`config.mk`:
```
export PLATFORM = sky130hd
export DESIGN_NAME = pc_sequencer
export DESIGN_NICKNAME = d
export VERILOG_FILES = /design/src/rtl/pcseq_pkg.sv /design/src/rtl/pcseq_skip_eval.sv /design/src/rtl/pcseq_target_sel.sv /design/src/rtl/pcseq_state.sv /design/src/rtl/pc_sequencer.sv
export SDC_FILE = /design/constraint.sdc
export NUM_CORES = 1
export LEC_CHECK = 0
export BUFFER_PORTS_ARGS = -buffer_cell sky130_fd_sc_hd__buf_2
export CORE_MARGIN = 4
export CORE_UTILIZATION = 45
export CTS_BUF_LIST = sky130_fd_sc_hd__clkbuf_8 sky130_fd_sc_hd__clkbuf_16
export CTS_CLUSTER_DIAMETER = 100
export CTS_CLUSTER_SIZE = 12
export DETAILED_ROUTE_END_ITERATION = 16
export PLACE_DENSITY_LB_ADDON = 0.25
export SYNTH_ARGS = -nofsm -noshare
export SYNTH_HDL_FRONTEND = slang
export SYNTH_HIERARCHICAL = 1
export SYNTH_SLANG_ARGS = --single-unit
```
`constraint.sdc`:
```
create_clock -name clk -period 2.4 [get_ports clk]
set_clock_uncertainty 0.05 [all_clocks]
set_input_delay 0.48 -clock clk [delete_from_list [all_inputs] [get_ports clk]]
set_output_delay 0.48 -clock clk [all_outputs]
set_load 0.01 [all_outputs]
```
`src/rtl/pcseq_pkg.sv`:
```
package pcseq_pkg;

  typedef enum logic [2:0] {
    CLS_PLAIN    = 3'd0,
    CLS_JUMP     = 3'd1,
    CLS_CALL     = 3'd2,
    CLS_RETURN   = 3'd3,
    CLS_SKIP_Z   = 3'd4,
    CLS_SKIP_NZ  = 3'd5
  } pc_cls_e;

  typedef enum logic [1:0] {
    ACT_RESET = 2'd0,
    ACT_IRQ   = 2'd1,
    ACT_HOLD  = 2'd2,
    ACT_RUN   = 2'd3
  } pc_act_e;

endpackage

```
`src/rtl/pcseq_skip_eval.sv`:
```
module pcseq_skip_eval
  import pcseq_pkg::*;
(
  input  pc_cls_e cls,
  input  logic    alu_zero,
  output logic    skip_taken
);

  always_comb begin
    unique case (cls)
      CLS_SKIP_Z:  skip_taken = alu_zero;
      CLS_SKIP_NZ: skip_taken = ~alu_zero;
      default:     skip_taken = 1'b0;
    endcase
  end

endmodule

```
`src/rtl/pcseq_target_sel.sv`:
```
module pcseq_target_sel
  import pcseq_pkg::*;
#(
  parameter int PC_W   = 13,
  parameter int JMP_W  = 11,
  parameter int DATA_W = 8,
  localparam int LATCH_W = PC_W - DATA_W,
  localparam int PAGE_W  = PC_W - JMP_W
) (
  input  pc_cls_e            cls,
  input  logic               pcl_wr,
  input  logic               skip_taken,
  input  logic [PC_W-1:0]    pc,
  input  logic [JMP_W-1:0]   addr,
  input  logic [DATA_W-1:0]  alu_res,
  input  logic [LATCH_W-1:0] pclath,
  input  logic [PC_W-1:0]    tos,
  output logic [PC_W-1:0]    next_pc,
  output logic [PC_W-1:0]    ret_addr,
  output logic               redirect,
  output logic               is_call
);

  logic [PC_W-1:0] jump_tgt;
  logic [PC_W-1:0] calc_tgt;
  logic [PC_W-1:0] seq_tgt;

  // Page bits for jumps come from the upper latch bits.
  generate
    if (PAGE_W > 0) begin : g_paged
      assign jump_tgt = {pclath[LATCH_W-1 -: PAGE_W], addr};
    end else begin : g_flat
      assign jump_tgt = addr[PC_W-1:0];
    end
  endgenerate

  assign calc_tgt = {pclath, alu_res};
  assign seq_tgt  = pc + PC_W'(1);
  assign ret_addr = seq_tgt;

  always_comb begin
    next_pc  = seq_tgt;
    redirect = 1'b0;
    is_call  = 1'b0;
    unique case (cls)
      CLS_JUMP: begin
        next_pc  = jump_tgt;
        redirect = 1'b1;
      end
      CLS_CALL: begin
        next_pc  = jump_tgt;
        redirect = 1'b1;
        is_call  = 1'b1;
      end
      CLS_RETURN: begin
        next_pc  = tos;
        redirect = 1'b1;
      end
      default: begin
        if (pcl_wr) begin
          next_pc  = calc_tgt;
          redirect = 1'b1;
        end else begin
          redirect = skip_taken;
        end
      end
    endcase
  end

endmodule

```
`src/rtl/pcseq_state.sv`:
```
module pcseq_state
  import pcseq_pkg::*;
#(
  parameter int PC_W = 13,
  parameter logic [PC_W-1:0] VECTOR = 13'h004
) (
  input  logic            clk,
  input  logic            rst,
  input  logic            irq,
  input  logic            sleep,
  input  logic [PC_W-1:0] next_pc,
  input  logic [PC_W-1:0] ret_addr,
  input  logic            redirect,
  input  logic            is_call,
  output logic [PC_W-1:0] pc_q,
  output logic [PC_W-1:0] old_q,
  output logic            flush_q,
  output logic            push_q
);

  pc_act_e act;

  always_comb begin
    if (rst)        act = ACT_RESET;
    else if (irq)   act = ACT_IRQ;
    else if (sleep) act = ACT_HOLD;
    else            act = ACT_RUN;
  end

  always_ff @(posedge clk) begin
    unique case (act)
      ACT_RESET: begin
        pc_q    <= '0;
        old_q   <= '0;
        flush_q <= 1'b0;
        push_q  <= 1'b0;
      end
      ACT_IRQ: begin
        old_q   <= pc_q;
        pc_q    <= VECTOR;
        flush_q <= 1'b1;
        push_q  <= 1'b1;
      end
      ACT_HOLD: begin
        flush_q <= 1'b0;
        push_q  <= 1'b0;
      end
      default: begin
        pc_q    <= next_pc;
        flush_q <= redirect;
        push_q  <= is_call;
        if (is_call) old_q <= ret_addr;
      end
    endcase
  end

endmodule

```
`src/rtl/pc_sequencer.sv`:
```
module pc_sequencer
  import pcseq_pkg::*;
#(
  parameter int PC_W   = 13,
  parameter int JMP_W  = 11,
  parameter int DATA_W = 8,
  parameter logic [PC_W-1:0] VECTOR = 13'h004,
  localparam int LATCH_W = PC_W - DATA_W
) (
  input  logic               clk,
  input  logic               rst,
  input  logic [2:0]         cls_i,
  input  logic [JMP_W-1:0]   addr_i,
  input  logic               pcl_wr_i,
  input  logic [DATA_W-1:0]  alu_res_i,
  input  logic               alu_zero_i,
  input  logic [LATCH_W-1:0] pclath_i,
  input  logic [PC_W-1:0]    tos_i,
  input  logic               irq_i,
  input  logic               sleep_i,
  output logic [PC_W-1:0]    pc_o,
  output logic [PC_W-1:0]    old_pc_o,
  output logic               flush_o,
  output logic               push_o
);

  pc_cls_e         eff_cls;
  logic            eff_pcl_wr;
  logic            skip_taken;
  logic [PC_W-1:0] next_pc;
  logic [PC_W-1:0] ret_addr;
  logic            redirect;
  logic            is_call;

  // The slot behind a control change runs as a NOP.
  assign eff_cls    = flush_o ? CLS_PLAIN : pc_cls_e'(cls_i);
  assign eff_pcl_wr = pcl_wr_i & ~flush_o;

  pcseq_skip_eval u_skip (
    .cls        (eff_cls),
    .alu_zero   (alu_zero_i),
    .skip_taken (skip_taken)
  );

  pcseq_target_sel #(
    .PC_W   (PC_W),
    .JMP_W  (JMP_W),
    .DATA_W (DATA_W)
  ) u_sel (
    .cls        (eff_cls),
    .pcl_wr     (eff_pcl_wr),
    .skip_taken (skip_taken),
    .pc         (pc_o),
    .addr       (addr_i),
    .alu_res    (alu_res_i),
    .pclath     (pclath_i),
    .tos        (tos_i),
    .next_pc    (next_pc),
    .ret_addr   (ret_addr),
    .redirect   (redirect),
    .is_call    (is_call)
  );

  pcseq_state #(
    .PC_W   (PC_W),
    .VECTOR (VECTOR)
  ) u_state (
    .clk      (clk),
    .rst      (rst),
    .irq      (irq_i),
    .sleep    (sleep_i),
    .next_pc  (next_pc),
    .ret_addr (ret_addr),
    .redirect (redirect),
    .is_call  (is_call),
    .pc_q     (pc_o),
    .old_q    (old_pc_o),
    .flush_q  (flush_o),
    .push_q   (push_o)
  );

endmodule

```
### Word level (Yosys, flattened, before mapping)

Index checks and enable logic that the tools add are counted.

* add/sub/neg operators: 1
* multipliers: 0
* divide/modulo/power cells: 0
* $lt $le $gt $ge: 0
* equality and inequality tests: 7
* shifts and indexed selects: 0
* muxes and demuxes: 15
* bitwise operators: 4
* reductions and logical operators: 6

Operators by type and width (number)
* $pmux 13 s3: 2
* $mux 13: 2
* $pmux 13 s2: 1
* $add 13x1->13 const B: 1
* $eq 3x2->1 const B: 2
* $eq 3x3->1 const B: 2
* $pmux 1 s2: 3
* $mux 1: 4
* $mux 2: 2
* $reduce_or 2->1: 2
* $eq 3x1->1 const B: 1
* $mux 3: 1
* $not 1->1: 3
* $reduce_bool 3->1: 1
* $reduce_or 3->1: 1
* $eq 2x1->1 const B: 1
* $eq 2x2->1 const B: 1
* $logic_not 2->1: 1
* $reduce_and 2->1: 1
* $and 1x1->1: 1

* register bits after elaboration: 28
* latch bits: 0
* RAM bits: 0
* bits in read-only memories: 0
* input bits: 46
* memories kept: 0

### Logic depth before layout (Yosys ltp)

* depth after elaboration: 6
* mapped depth: 9

### Modules after synthesis

Netlist, hierarchy kept.

By module, submodules not included
* pcseq_state: times used 1, cells an instance 81, area an instance 1186.1 um2, seq. area each 820.8 um2
* pcseq_target_sel: times used 1, cells an instance 107, area an instance 803.3 um2, seq. area each 0.0 um2
* pc_sequencer: times used 1, cells an instance 4, area an instance 25.0 um2, seq. area each 0.0 um2
* pcseq_skip_eval: times used 1, cells an instance 2, area an instance 21.3 um2, seq. area each 0.0 um2

### Worst setup path before layout

Ideal clock, no wire load.

* path kind: input port to flip-flop
* from: input cls_i[0]
* to: register u_state.pc_q[6] (data pin)
* arrival: 1645 ps
* path slack: 450 ps
* stages: 7
* path buffers: 2
* cells stage by stage: nor2b_1 -> buf_4 -> buf_4 -> mux2i_1 -> a21oi_1 -> o221a_2 -> and2_1

* cells in the longest elaborated chain, start to end: 5
* elaborated cells between the ends (all ways): 7
* those cells by class: eq/ne (3); mux (3); reduce/logical (1)

RTL lines
* from (decl): RTL line pc_sequencer.sv:12 `input logic [2:0] cls_i,`
* $mux 3 *: RTL line pc_sequencer.sv:36 `assign eff_cls = flush_o ? CLS_PLAIN : pc_cls_e'(cls_i);`
* $eq 3x1->1 or $eq 3x2->1 (tied branches): RTL line pcseq_target_sel.sv:45 `unique case (cls)`
* $reduce_or 2->1 (no line)
* $pmux 13 s2 *: RTL line pcseq_target_sel.sv:45
* named net next_pc[6]: RTL line pc_sequencer.sv:30 `logic [PC_W-1:0] next_pc;`
* $pmux 13 s3 *: RTL line pcseq_state.sv:31 `unique case (act)`
* to (signal assigned): RTL line pcseq_state.sv:49 `pc_q <= next_pc;`
* to (decl): RTL line pcseq_state.sv:15 `output logic [PC_W-1:0] pc_q,`

Mark *: on every way through the listed nets, which the timed path passes. The rest lies on a longest branch.
A chain may end at the register's enable or synchronous reset.

### Final worst setup path

* from: register u_state.pc_q[0]
* to: register u_state.pc_q[12] (data pin)

* cells in the longest elaborated chain, start to end: 4

RTL lines
* $add 13x1->13: RTL line pcseq_target_sel.sv:38 `assign seq_tgt = pc + PC_W'(1);`
* named net ret_addr[12]: RTL line pc_sequencer.sv:31 `logic [PC_W-1:0] ret_addr;`
* $mux 13: RTL line pcseq_target_sel.sv:60 `if (pcl_wr) begin`
* $pmux 13 s2: RTL line pcseq_target_sel.sv:45
* named net next_pc[12]: RTL line pc_sequencer.sv:30
* $pmux 13 s3: RTL line pcseq_state.sv:31

The timed path passes the listed nets, and every way through them passes these cells.

==> results.py <==
metrics = {
    "floorplanning": {
        "initial_core_util_pct": 46.8,
        "fp.dieW_um": 75.3,
        "fp.coreArea_um2": 4350,
        "die_h_um": 75.3,
        "die_area_um2": 5660,
        "pin_count": 74,
        "rows": 24,
    },
    "global_routing": {
        "grt_pass1_wl_mm": 6.64,
        "grt_use_total_pct": 14.8,
        "grt_pass1_vias": 1454,
        "grt_overflow": 0,
        "grt_max_degree": 19,
        "antenna_found_initial": 0,
    },
    "detailed_routing": {
        "drc_errors": 0,
        "drt_iter0_drc": 68,
        "vias": 1644,
        "drtPass1Iterations": 5,
        "wl_per_cell_um": 13.0,
        "ant_nets": 0,
        "routed_wl_mm": 4.14,
        "viasPerCell": 5.19,
    },
    "sta": {
        "layout_min_cycle_time_ps": 2080,
        "hold_viol_final": 0,
        "rsz0062_at_grt": "no",
        "finalSetupTns_ps": 0,
        "postLayoutSetupSlackWorst_ps": 323,
        "fmax_mhz": 481,
        "slew_violations": 0,
        "timing.hold.ws_ps": 441,
        "maxSlewHeadroom_pct": 67.1,
        "tightest_slew_ps": 493,
        "min_period_over_period_pct": 86.6,
        "setup_viol": 0,
    },
    "outcome": {
        "outcome": "completed",
    },
    "finish": {
        "drive_gt1_share_pct": 35.8,
        "insertedDiodeCount": 0,
        "nets": 313,
        "post_layout_nonfiller_instances": 317,
        "layout_common_cells": "buf_2 (73), mux2i_1 (26), edfxtp_1 (26)",
        "final_common_cell": "buf_2",
        "multiInputGateArea_um2": 1100,
        "fill_cells": 387,
        "syn_to_final_growth_pct": 23.0,
        "seq_area_um2": 821,
    },
    "hold_path": {
        "hold_class": "in2reg",
        "worstHoldEndpoint": "u_state/flush_q$_DFF_P_",
        "hold_depth": 3,
        "worstHoldStart": "sleep_i",
    },
    "place": {
        "io_buffers": 73,
        "dp_hpwl_mm": 3.44,
        "globalplace.congestion": 0.829,
        "place_ws_ps": 258,
        "place_inst": 313,
    },
    "setup_path": {
        "critPathArrivalTime_ps": 2060,
        "end_kind": "flip-flop",
        "crit_fanout": 6,
        "rr_endpoint": "u_state/pc_q[12]$_DFFE_PP_",
        "r2r_cells": 6,
        "timing.rr.start": "u_state/pc_q[0]$_DFFE_PP_",
        "crit_path_start_kind": "flip-flop",
        "r2r_slack_ps": 320,
        "path_class": "reg2reg",
        "crit_required_ps": 2380,
    },
    "synthesis": {
        "synth_area_leaders": "edfxtp_1 (38%), mux2i_1 (13%), nor2_1 (4.1%)",
        "synth_ff_type": "edfxtp_1",
        "synth_edf_count": 26,
        "yosys_warnings": 6,
        "syn-num-nets": 241,
        "ys_ff_latch": 28,
        "synth.distinct_cells": 48,
        "yosysTopAreaCellShare_pct": 38.4,
        "synth.cell_area_um2": 2040,
        "yosysTopAreaCell": "edfxtp_1",
        "syn_area_per_cell_um2": 10.5,
        "async_reset_ff_share_pct": 0,
        "syn-instance-count": 194,
        "seq_area_frac_synth_pct": 40.3,
    },
    "clock_tree": {
        "cts.clk_slew.worst_paths_ps": 90,
        "cts_resized": 0,
        "clockBufferDepth": 2,
        "cts_setup_buffers": 0,
        "cts_root_buf": "clkbuf_8",
        "htree_levels": 1,
        "clock_insertion_delay_worst_skew_ps": 270,
        "cts_inserted_buffers": 3,
        "cts_sinks": 28,
        "cts_tree": "built",
        "holdBufCountCts": 0,
    },
    "job": {
        "cap_viol_max_count": 0,
    },
    "pwr": {
        "p_per_area_nw_per_um2": 535,
        "p_leak_nw": 1.20,
        "p_total_w": 0.00134,
        "ir_worst_vdd_v": 0.000235,
    },
}
area by class of cell:
class	instances	share of cell area, %
inverters	4	0.599
multi-input cells	149	44.0
well taps	52	2.60
clock inverters	1	1.20
clock buffers	3	1.65
repair buffers	80	17.2
flip-flops and latches	28	32.8
cell families after synthesis:
logic type	Yosys count	share of synthesized area [%]
buffers and inverters	17	5.65
AO/OA/AOI/OAI	36	13.1
adder cells (fa/ha/maj)	1	0.615
AND/OR/NAND/NOR	73	21.6
XOR/XNOR	13	5.96
multiplexers	26	12.8
flip-flops	28	40.3
flip-flops by register name, summed over array words and instances (netlist names):
| name | count |
|---|---|
| u_state/old_q | 13 |
| u_state/pc_q | 13 |
| u_state/flush_q | 1 |
| u_state/push_q | 1 |
metrics by stage:
stage / instance area, um^2 / util [%]
after detailed placement: 2430 / 55.9
after floorplan: 2040 / -
after global routing: 2500 / 57.5
after global placement: 2430 / 55.9
final: 2500 / 57.5
after CTS: 2500 / 57.5
critical path: stages, from the launching register on:
cell      delay [ps]
edfxtp_1         490
ha_1             240
and4_2           300
nand4_1          140
xnor2_1          190
a221o_1          290
and2_1           130
layer usage:
layer  vias up  global-route usage, %  wire (um)
met5         -                      0          0
met4         0                   4.66         33
met3         2                   1.34        322
met2        57                   24.2       1880
met1       738                   20.8       1900
li1        847                      -          -
worst max-delay path by stage:
stage	startpoint	endpoint	slack, ps
finish	u_state/pc_q[0]$_DFFE_PP_	u_state/pc_q[12]$_DFFE_PP_	320
global route	u_state/pc_q[0]$_DFFE_PP_	u_state/pc_q[12]$_DFFE_PP_	260
CTS	u_state/pc_q[0]$_DFFE_PP_	u_state/pc_q[12]$_DFFE_PP_	350
detailed placement	cls_i[1]	u_state/pc_q[7]$_DFFE_PP_	260
global placement	cls_i[1]	u_state/pc_q[7]$_DFFE_PP_	320
floorplan	cls_i[0]	u_state/pc_q[6]$_DFFE_PP_	450
power by group:
group | switching, W | internal [W] | leakage (nW)
combinational | 0.000178 | 0.000179 | 0.851
sequential | 0.0000398 | 0.000585 | 0.309
clock | 0.000134 | 0.000223 | 0.0357
total | 0.000352 | 0.000987 | 1.20
cells in the mapped netlist (2+ instances only):
cell type  instances
a21oi_1            8
a221o_1            2
a2bb2oi_1          8
a31oi_1            2
and2_1            13
and3_1             3
buf_2              3
buf_4              2
buf_6              3
clkbuf_1           3
dfxtp_1            2
edfxtp_1          26
inv_1              4
mux2i_1           26
nand2_1            7
nand2b_1           6
nand3_1            2
nand3b_1           2
nand4_1            2
nor2_1            22
nor2b_1            6
nor3_1             2
o21a_1             2
o21ai_0            2
o22a_1             2
o22ai_1            2
xnor2_1            8
xor2_1             4
(Power assumes the default switching activity.)
